[src/rtl/dde_pkg.sv]
package dde_pkg;
  // control word bit positions (the descriptor layout is fixed by software)
  localparam int OWN_B = 31;
  localparam int EOR_B = 5;
  localparam int CH_B  = 4;
  localparam int LS_B  = 2;
  localparam int DIC_B = 1;

  // status vector bit positions
  localparam int ST_TX  = 0;
  localparam int ST_RX  = 1;
  localparam int ST_SUM = 2;
  localparam int ST_UNA = 3;
  localparam int ST_N   = 4;

  typedef enum logic [3:0] {
    S_IDLE, S_FETCH, S_CHECK, S_TRD, S_TPUSH, S_RPOP, S_RWR, S_WB, S_SUSP
  } dde_state_e;
endpackage

[src/rtl/dde_status.sv]
module dde_status
  import dde_pkg::*;
#(
  parameter int N = ST_N
) (
  input  logic         clk,
  input  logic         rst_n,
  input  logic         soft_rst,
  input  logic [N-1:0] set_i,
  input  logic [N-1:0] clr_i,
  output logic [N-1:0] sts_o
);
  for (genvar i = 0; i < N; i++) begin : g_flag
    logic flag_q;
    always_ff @(posedge clk or negedge rst_n) begin
      if (!rst_n)        flag_q <= 1'b0;
      else if (soft_rst) flag_q <= 1'b0;
      else               flag_q <= set_i[i] | (flag_q & ~clr_i[i]);
    end
    assign sts_o[i] = flag_q;
  end
endmodule

[src/rtl/dde_seq.sv]
module dde_seq
  import dde_pkg::*;
#(
  parameter int ADDR_W     = 32,
  parameter int SIZE_W     = 12,
  parameter int DESC_WORDS = 4
) (
  input  logic              clk,
  input  logic              rst_n,
  input  logic              soft_rst,
  input  logic              dma_en,
  input  logic              poll,
  input  logic              dir_rx,
  input  logic [ADDR_W-1:0] base_addr,
  output logic              mem_req,
  output logic              mem_we,
  output logic [ADDR_W-1:0] mem_addr,
  output logic [31:0]       mem_wdata,
  input  logic              mem_ack,
  input  logic [31:0]       mem_rdata,
  output logic              fifo_wvalid,
  output logic [31:0]       fifo_wdata,
  input  logic              fifo_wready,
  input  logic              fifo_rvalid,
  input  logic [31:0]       fifo_rdata,
  output logic              fifo_rready,
  output logic              ev_unavail,
  output logic              ev_done_tx,
  output logic              ev_done_rx
);
  localparam int IDX_W  = $clog2(DESC_WORDS);
  localparam int BEAT_W = SIZE_W;
  localparam int STRIDE = DESC_WORDS * 4;

  function automatic logic [BEAT_W-1:0] beats_of(input logic [SIZE_W-1:0] nbytes);
    logic [BEAT_W:0] t;
    t = {1'b0, nbytes} + (BEAT_W+1)'(3);
    return BEAT_W'(t >> 2);
  endfunction

  function automatic logic [ADDR_W-1:0] next_of(input logic [31:0] ctrl,
      input logic [ADDR_W-1:0] cur, input logic [ADDR_W-1:0] link,
      input logic [ADDR_W-1:0] base);
    if (ctrl[CH_B])       return link;
    else if (ctrl[EOR_B]) return base;
    else                  return cur + ADDR_W'(STRIDE);
  endfunction

  dde_state_e        state_q;
  logic [IDX_W-1:0]  idx_q;
  logic [ADDR_W-1:0] cur_q, buf_q, link_q, ptr_q;
  logic [31:0]       ctrl_q, hold_q;
  logic [SIZE_W-1:0] size_q;
  logic [BEAT_W-1:0] left_q;
  logic              rx_q;
  logic              go, wb_fin;
  logic [31:0]       wb_word;

  assign go      = dma_en && !soft_rst;
  assign wb_word = ctrl_q & ~(32'h1 << OWN_B);
  assign wb_fin  = go && (state_q == S_WB) && mem_ack;

  assign ev_unavail = go && (state_q == S_CHECK) && !ctrl_q[OWN_B];
  assign ev_done_tx = wb_fin && ctrl_q[LS_B] && !ctrl_q[DIC_B] && !rx_q;
  assign ev_done_rx = wb_fin && ctrl_q[LS_B] && !ctrl_q[DIC_B] &&  rx_q;

  always_comb begin
    mem_req   = (state_q inside {S_FETCH, S_TRD, S_RWR, S_WB});
    mem_we    = (state_q inside {S_RWR, S_WB});
    mem_wdata = (state_q == S_WB) ? wb_word : hold_q;
    unique case (state_q)
      S_FETCH: mem_addr = cur_q + ADDR_W'({idx_q, 2'b00});
      S_TRD,
      S_RWR:   mem_addr = ptr_q;
      default: mem_addr = cur_q;
    endcase
    fifo_wvalid = (state_q == S_TPUSH);
    fifo_wdata  = hold_q;
    fifo_rready = (state_q == S_RPOP);
  end

  always_ff @(posedge clk or negedge rst_n) begin
    if (!rst_n) begin
      state_q <= S_IDLE; idx_q <= '0; cur_q <= '0; buf_q <= '0; link_q <= '0;
      ptr_q <= '0; ctrl_q <= '0; hold_q <= '0; size_q <= '0; left_q <= '0; rx_q <= 1'b0;
    end else if (!go) begin
      state_q <= S_IDLE;
    end else begin
      unique case (state_q)
        S_IDLE: if (poll) begin
          cur_q <= base_addr; idx_q <= '0; rx_q <= dir_rx; state_q <= S_FETCH;
        end
        S_SUSP: if (poll) begin
          idx_q <= '0; state_q <= S_FETCH;
        end
        S_FETCH: if (mem_ack) begin
          case (idx_q)
            IDX_W'(0): ctrl_q <= mem_rdata;
            IDX_W'(1): size_q <= mem_rdata[SIZE_W-1:0];
            IDX_W'(2): buf_q  <= mem_rdata[ADDR_W-1:0];
            default:   link_q <= mem_rdata[ADDR_W-1:0];
          endcase
          if (idx_q == IDX_W'(DESC_WORDS-1)) state_q <= S_CHECK;
          else                               idx_q   <= idx_q + 1'b1;
        end
        S_CHECK: begin
          ptr_q  <= buf_q;
          left_q <= beats_of(size_q);
          if (!ctrl_q[OWN_B])                 state_q <= S_SUSP;
          else if (beats_of(size_q) == '0)    state_q <= S_WB;
          else                                state_q <= rx_q ? S_RPOP : S_TRD;
        end
        S_TRD: if (mem_ack) begin
          hold_q <= mem_rdata; state_q <= S_TPUSH;
        end
        S_TPUSH: if (fifo_wready) begin
          ptr_q  <= ptr_q + ADDR_W'(4);
          left_q <= left_q - 1'b1;
          state_q <= (left_q == BEAT_W'(1)) ? S_WB : S_TRD;
        end
        S_RPOP: if (fifo_rvalid) begin
          hold_q <= fifo_rdata; state_q <= S_RWR;
        end
        S_RWR: if (mem_ack) begin
          ptr_q  <= ptr_q + ADDR_W'(4);
          left_q <= left_q - 1'b1;
          state_q <= (left_q == BEAT_W'(1)) ? S_WB : S_RPOP;
        end
        S_WB: if (mem_ack) begin
          if (ctrl_q[LS_B]) state_q <= S_IDLE;
          else begin
            cur_q   <= next_of(ctrl_q, cur_q, link_q, base_addr);
            idx_q   <= '0;
            state_q <= S_FETCH;
          end
        end
        default: state_q <= S_IDLE;
      endcase
    end
  end
endmodule

[src/rtl/dde_engine.sv]
module dde_engine
  import dde_pkg::*;
#(
  parameter int ADDR_W     = 32,
  parameter int SIZE_W     = 12,
  parameter int DESC_WORDS = 4
) (
  input  logic              clk,
  input  logic              rst_n,
  input  logic              soft_rst,
  input  logic              dma_en,
  input  logic              poll,
  input  logic              dir_rx,
  input  logic [ADDR_W-1:0] base_addr,
  input  logic [ST_N-1:0]   clr,
  output logic              sts_tx_done,
  output logic              sts_rx_done,
  output logic              sts_norm,
  output logic              sts_unavail,
  output logic              irq,
  output logic              mem_req,
  output logic              mem_we,
  output logic [ADDR_W-1:0] mem_addr,
  output logic [31:0]       mem_wdata,
  input  logic              mem_ack,
  input  logic [31:0]       mem_rdata,
  output logic              fifo_wvalid,
  output logic [31:0]       fifo_wdata,
  input  logic              fifo_wready,
  input  logic              fifo_rvalid,
  input  logic [31:0]       fifo_rdata,
  output logic              fifo_rready
);
  logic            ev_unavail, ev_done_tx, ev_done_rx;
  logic [ST_N-1:0] set_vec, sts_vec;

  dde_seq #(.ADDR_W(ADDR_W), .SIZE_W(SIZE_W), .DESC_WORDS(DESC_WORDS)) u_seq (
    .clk, .rst_n, .soft_rst, .dma_en, .poll, .dir_rx, .base_addr,
    .mem_req, .mem_we, .mem_addr, .mem_wdata, .mem_ack, .mem_rdata,
    .fifo_wvalid, .fifo_wdata, .fifo_wready, .fifo_rvalid, .fifo_rdata, .fifo_rready,
    .ev_unavail, .ev_done_tx, .ev_done_rx
  );

  always_comb begin
    set_vec         = '0;
    set_vec[ST_TX]  = ev_done_tx;
    set_vec[ST_RX]  = ev_done_rx;
    set_vec[ST_SUM] = ev_done_tx | ev_done_rx;
    set_vec[ST_UNA] = ev_unavail;
  end

  dde_status #(.N(ST_N)) u_sts (
    .clk, .rst_n, .soft_rst, .set_i(set_vec), .clr_i(clr), .sts_o(sts_vec)
  );

  assign sts_tx_done = sts_vec[ST_TX];
  assign sts_rx_done = sts_vec[ST_RX];
  assign sts_norm    = sts_vec[ST_SUM];
  assign sts_unavail = sts_vec[ST_UNA];
  assign irq         = sts_vec[ST_SUM] | sts_vec[ST_UNA];
endmodule

[config.mk]
export PLATFORM = sky130hd
export DESIGN_NAME = dde_engine
export DESIGN_NICKNAME = d
export VERILOG_FILES = /design/src/rtl/dde_pkg.sv /design/src/rtl/dde_status.sv /design/src/rtl/dde_seq.sv /design/src/rtl/dde_engine.sv
export SDC_FILE = /design/constraint.sdc
export NUM_CORES = 1
export LEC_CHECK = 0
export ABC_AREA = 1
export BUFFER_PORTS_ARGS = -buffer_cell sky130_fd_sc_hd__buf_2
export CAP_MARGIN = 20
export CORE_MARGIN = 4
export CORE_UTILIZATION = 58
export DETAILED_ROUTE_END_ITERATION = 12
export PLACE_DENSITY = 0.83
export SYNTH_ARGS = -nofsm -noshare
export SYNTH_HDL_FRONTEND = slang
export SYNTH_HIERARCHICAL = 1
export SYNTH_SLANG_ARGS = --single-unit
[constraint.sdc]
create_clock -name clk -period 2.85 [get_ports clk]
set_input_delay 0.4275 -clock clk [delete_from_list [all_inputs] [get_ports clk]]
set_output_delay 0.4275 -clock clk [all_outputs]
set_load 0.05 [all_outputs]
# Word level (Yosys, flattened, before mapping)
# Cells that the tools add are included.
[classes]
n_reduce_logical = 35
n_bitwise = 15
mux = 43
eq_ne = 30
addsub = 6
[ops]
columns = ["cell", "count"]
rows = [
  ["32-bit 2-to-1 mux", 10],
  ["32-bit case mux with 2 select lines", 3],
  ["32-bit case mux with 3 select lines", 1],
  ["4-bit 2-to-1 mux", 11],
  ["12-bit case mux with 3 select lines", 1],
  ["32-bit by 3-bit adder with 32-bit output, second input constant", 1],
  ["32-bit by 4-bit adder with 32-bit output", 1],
  ["32-bit by 5-bit adder with 32-bit output, second input constant", 1],
  ["4-bit case mux with 8 select lines", 1],
  ["12-bit 2-to-1 mux", 2],
  ["3-bit != test, second input constant", 8],
  ["4-bit AND reduction", 6],
  ["4-bit by 3-bit equality test with 1-bit output, second input constant", 4],
  ["2-bit != test, second input constant", 8],
  ["12-bit by 2-bit adder with 13-bit output, second input constant", 1],
  ["12-bit by 1-bit equality test with 1-bit output, second input constant", 1],
  ["12-bit zero test", 1],
  ["2-bit 2-to-1 mux", 6],
  ["12-bit by 1-bit subtractor with 12-bit output, second input constant", 1],
  ["1-bit logical AND", 9],
  ["4-bit by 2-bit equality test with 1-bit output, second input constant", 2],
  ["8-bit AND reduction", 1],
  ["7-bit AND reduction", 1],
  ["3-bit 2-to-1 mux", 2],
  ["other kinds (21)", 46],
]
[totals]
input_bits = 109
out_inout_bits = 105
wordCells = 144
reg_bits = 227

# Depth between registers and ports, before layout
[logic_depth]
depth_word = 10
depth_mapped = 13
ltp_nobuf = 13

# Cells and area by module
# The synthesis kept the hierarchy.
[modules_own_cells]
columns = ["mod", "instances", "seq_area_each_um2", "cells_each", "area_each_um2"]
rows = [
  ["dde_seq", 1, 5580.4, 1747, 12978.7],
  ["dde_status", 1, 100.1, 24, 195.2],
  ["dde_engine", 1, 0.0, 6, 22.5],
]

# Least setup slack after synthesis
# OpenSTA, ideal clock, no wires.
[synth_timing]
path_type = "register to output"
startpoint = "register u_seq.state_q[3]"
endpoint = "output port mem_wdata[1]"
slack_ps = 93
stages_incl_launch_ff = 8
n_path_buf = 2
required_ps = 2423
arrival_time_ps = 2330
path_cell_list = "dfrtp_1 -> inv_2 -> nand2_2 -> nor2_2 -> inv_2 -> buf_2 -> clkbuf_1 -> o21ai_0"
[synth_via]
elab_chain_len = 2
[synth_rtl]
columns = ["element", "line_no", "text"]
rows = [
  ["from (decl)", "dde_seq.sv:49", "dde_state_e state_q;"],
  ["from (signal assigned)", "dde_seq.sv:111", "else state_q <= rx_q ? S_RPOP : S_TRD;"],
  ["from (signal assigned)", "dde_seq.sv:119", "state_q <= (left_q == BEAT_W'(1)) ? S_WB : S_TRD;"],
  ["from (signal assigned)", "dde_seq.sv:127", "state_q <= (left_q == BEAT_W'(1)) ? S_WB : S_RPOP;"],
  ["4-bit by 3-bit equality test with 1-bit output", "dde_seq.sv:70", "mem_wdata = (state_q == S_WB) ? wb_word : hold_q;"],
  ["32-bit 2-to-1 mux", "dde_seq.sv:70", ""],
  ["to (decl)", "dde_engine.sv:24", "output logic [31:0] mem_wdata,"],
]
# No other way between the ends.

# Worst setup path after layout
[layout_timing]
startpoint = "register u_seq.state_q[3]"
endpoint = "output port mem_wdata[4]"
# The elaborated chain is that of the path after synthesis.

==> implementation parameters <==
Parameter                              Value

Outcome
  Outcome ... completed

Clocking
  Clock sink count ... 227
  Clk_lat worst skew ... 540 ps
  Clock tree buffer depth ... 3
  CTS clock-pin slew for the worst setup and hold paths ... 70 ps
  Clock Tree Root ... sky130_fd_sc_hd__clkbuf_16
  H-tree depth ... 1
  Clock tree from TritonCTS ... built
  Total clock buffers created by CTS ... 25

Yosys
  Post-Synthesis Net Count ... 1898
  Portion of the post-synthesis area used by sequential elements ... 43.0%
  Flop and latch count out of synthesis ... 227
  Leading cell types by total area after synthesis ... sky130_fd_sc_hd__dfrtp_1 43%, sky130_fd_sc_hd__nand2_1 12%, sky130_fd_sc_hd__o21ai_0 8.9%
  Cells after Synth ... 1777
  Total number of yosys warnings ... 6
  Avg Synthesized Cell Area ... 7.43 um^2
  Cell accounting for the most synthesized area ... sky130_fd_sc_hd__dfrtp_1
  Number of different library cells in the post-synthesis netlist ... 50
  Number of flops mapped to enable cells by yosys ... 0
  Prevailing post-synth register cell ... sky130_fd_sc_hd__dfrtp_1
  Async S/R FF share, synth ... 100%
  Synth Cell Area ... 0.0132 mm^2
  Yosys top cell area share ... 43.0%

Floorplanning
  Area of the die ... 0.0252 mm^2
  Die boundary height ... 159 um
  Floorplan die width ... 159 um
  I/O pin total ... 214
  Number of placement rows ... 54
  Starting utilization of the core area ... 59.7%
  Core Area ... 0.0221 mm^2

Placement
  Buffers on Ports ... 213
  Half-perimeter wire length after detailed placement ... 37500 um
  Instance area at placement ... 0.0147 mm^2
  Placed Cells incl. Taps ... 2231
  GPL Wtd Cong ... 1.02
  Pre-CTS setup slack ... 224 ps

Detailed routing
  Routed wire length ... 49800 um
  WL per Instance ... 21.7 um
  First DRT Iteration DRCs ... 1996
  DRC violations left ... 0
  Vias per Instance ... 6.27
  Vias ... 14400
  Remaining antenna violation count after routing ... 0
  Length of the first detailed-routing pass in iterations ... 6

Global routing
  Initial antenna violation count ... 2
  Combined global-route utilization of all metal layers ... 38.0%
  Sum of overflow across all layers after global routing ... 0
  Vias in the first global route ... 13600
  Maximum number of pins on one net before global-route repair ... 65
  Wire length of the first global-routing pass ... 76800 um

Power
  Static leakage ... 7.72 nW
  Power per cell area ... 660 mW/mm^2
  Final total power ... 10.6 mW
  Peak supply drop ... 491 uV

Cells and area
  Fill cell total of the finished layout ... 1643
  Diode count ... 0
  Area added between synthesis and finish ... 21.6%
  Design area ... 0.0160 mm^2
  Final std cells w/o fill ... 2298
  Area used by sequential logic in the layout ... 0.00569 mm^2
  Core utilization of the finished layout ... 72.6%
  Most common library cell in the layout ignoring fill and taps ... sky130_fd_sc_hd__nand2_1
  Share of final-layout standard cells stronger than drive strength 1 ... 21.2%
  Commonest cells after routing, fill and taps aside ... 403 x sky130_fd_sc_hd__nand2_1, 232 x sky130_fd_sc_hd__o21ai_0, 218 x sky130_fd_sc_hd__dfrtp_1
  Final net count ... 2121
  Area of the multi-input gates ... 0.00652 mm^2

Worst setup path
  Required arrival time at the worst endpoint ... 2420 ps
  Kind of start point of the critical path ... register
  Type of the worst setup path ... register to primary output
  Origin of the worst setup path ... u_seq/state_q[3]$_DFFE_PN0P_
  Largest fanout on the critical path ... 12
  Worst r2r src ... u_seq/ptr_q[2]$_DFFE_PN0P_
  Kind of end point of the critical path ... primary output
  CP arrival ... 2370 ps

Timing
  Worst max-slew margin expressed relative to the limit ... 53.6%
  Highest clock frequency the design can meet ... 357 MHz
  Worst hold slack after final layout ... 106 ps
  Minimum clock period after layout ... 2800 ps
  Final-layout setup total negative slack ... 0 ps
  # setup viols final ... 0
  RSZ-0062 raised after global routing ... yes
  Final Hold Vio Count ... 0
  Final setup skew ... 17.6 ps
  Number of pins with negative max-slew slack in the final report ... 0
  Final clock period utilization by the worst path ... 98.2%
  Setup ws final ... 52.2 ps
  Slew of the pin with the lowest slew margin ... 696 ps

Flow run
  # Max-Cap Violations ... 0

Min path
  Worst hold-check path type ... primary input to register
  Startpoint of the lowest-slack hold path ... soft_rst
[Yosys cell counts (26+ instances only)]
cell type,number
sky130_fd_sc_hd__a21oi_1,60
sky130_fd_sc_hd__buf_2,32
sky130_fd_sc_hd__clkbuf_1,48
sky130_fd_sc_hd__dfrtp_1,227
sky130_fd_sc_hd__inv_1,216
sky130_fd_sc_hd__nand2_1,419
sky130_fd_sc_hd__nand3_1,90
sky130_fd_sc_hd__nor2_1,120
sky130_fd_sc_hd__nor3_1,26
sky130_fd_sc_hd__o211ai_1,62
sky130_fd_sc_hd__o21ai_0,234
sky130_fd_sc_hd__o21ai_1,44
sky130_fd_sc_hd__o221ai_1,31
sky130_fd_sc_hd__xor2_1,27
[where the power goes]
part	total [mW]	internal [mW]	switching, mW	leakage, nW
clock network	3.27	1.89	1.38	0.405
registers	4.10	3.65	0.446	2.75
logic	3.24	1.01	2.22	4.57
total	10.6	6.56	4.04	7.72
[layout make-up]
class	instances	share of cell area, %
clock inverters	13	0.889
inverters	226	5.33
multi-input cells	1236	40.6
well taps	280	2.18
clock buffers	32	4.25
repair buffers	284	11.3
flip-flops and latches	227	35.5
[cells by family after synthesis]
logic type / count (synthesis) / synth area share [%]
xor gates and xnor gates: 27 / 1.79
adders and majority gates: 12 / 1.19
AOI/OAI and AO/OA: 487 / 21.8
muxes: 1 / 0.0759
buffers and inverters: 314 / 9.47
and+or+nand+nor: 709 / 22.7
DFF: 227 / 43.0
[sequential cells by signal, summed over array words and instances (netlist names)]
| signal | flops |
|---|---|
| u_seq/buf_q | 32 |
| u_seq/ctrl_q | 32 |
| u_seq/cur_q | 32 |
| u_seq/fifo_wdata | 32 |
| u_seq/idx_q | 2 |
| u_seq/left_q | 12 |
| u_seq/link_q | 32 |
| u_seq/ptr_q | 32 |
| u_seq/rx_q | 1 |
| u_seq/size_q | 12 |
| u_seq/state_q | 4 |
| u_sts/g_flag.flag_q | 4 |
[critical path, stage by stage, from the launching register on]
cell and delay, ps:
sky130_fd_sc_hd__dfrtp_1 420, sky130_fd_sc_hd__inv_2 110, sky130_fd_sc_hd__nand2_2 150, sky130_fd_sc_hd__nor2_4 240
sky130_fd_sc_hd__inv_2 210, sky130_fd_sc_hd__buf_4 200, sky130_fd_sc_hd__nor2_4 210, sky130_fd_sc_hd__a21oi_1 60
sky130_fd_sc_hd__buf_2 230
[path summary, 6_finish.rpt]
check / end / cells past startpoint / slack [ps]
min in group asynchronous: u_seq/cur_q[23]$_DFFE_PN0P_ / 2 / 440
max in group asynchronous: u_seq/buf_q[23]$_DFFE_PN0P_ / 3 / 1550
hold reg to reg: u_seq/buf_q[24]$_DFFE_PN0P_ / 2 / 480
hold / removal: u_sts/g_flag[3].flag_q$_DFF_PN0_ / 2 / 110
setup / recovery: mem_wdata[4] / 8 / 50
setup reg to reg: u_seq/ptr_q[22]$_DFFE_PN0P_ / 10 / 430
[layer usage]
layer  GRT usage [%]  routed length [um]  up-vias
met3            8.86                6260      130
met4            10.8                1490        4
met2            58.4               22200     1033
met5               0                  21        -
met1            54.5               19800     6840
li1                -                   -     6404
[what timing repair did]
| item | in CTS | in global routing |
|---|---|---|
| hold endpoints to repair | 59 | 0 |
| pin swaps | 1 | 8 |
| hold buffers | 1 | 0 |
| endpoints found under the setup margin | 28 | 38 |
| buffers inserted | 7 | 14 |
| resized for setup | 40 | 71 |
Note: power is estimated with default switching activity, not from simulation.
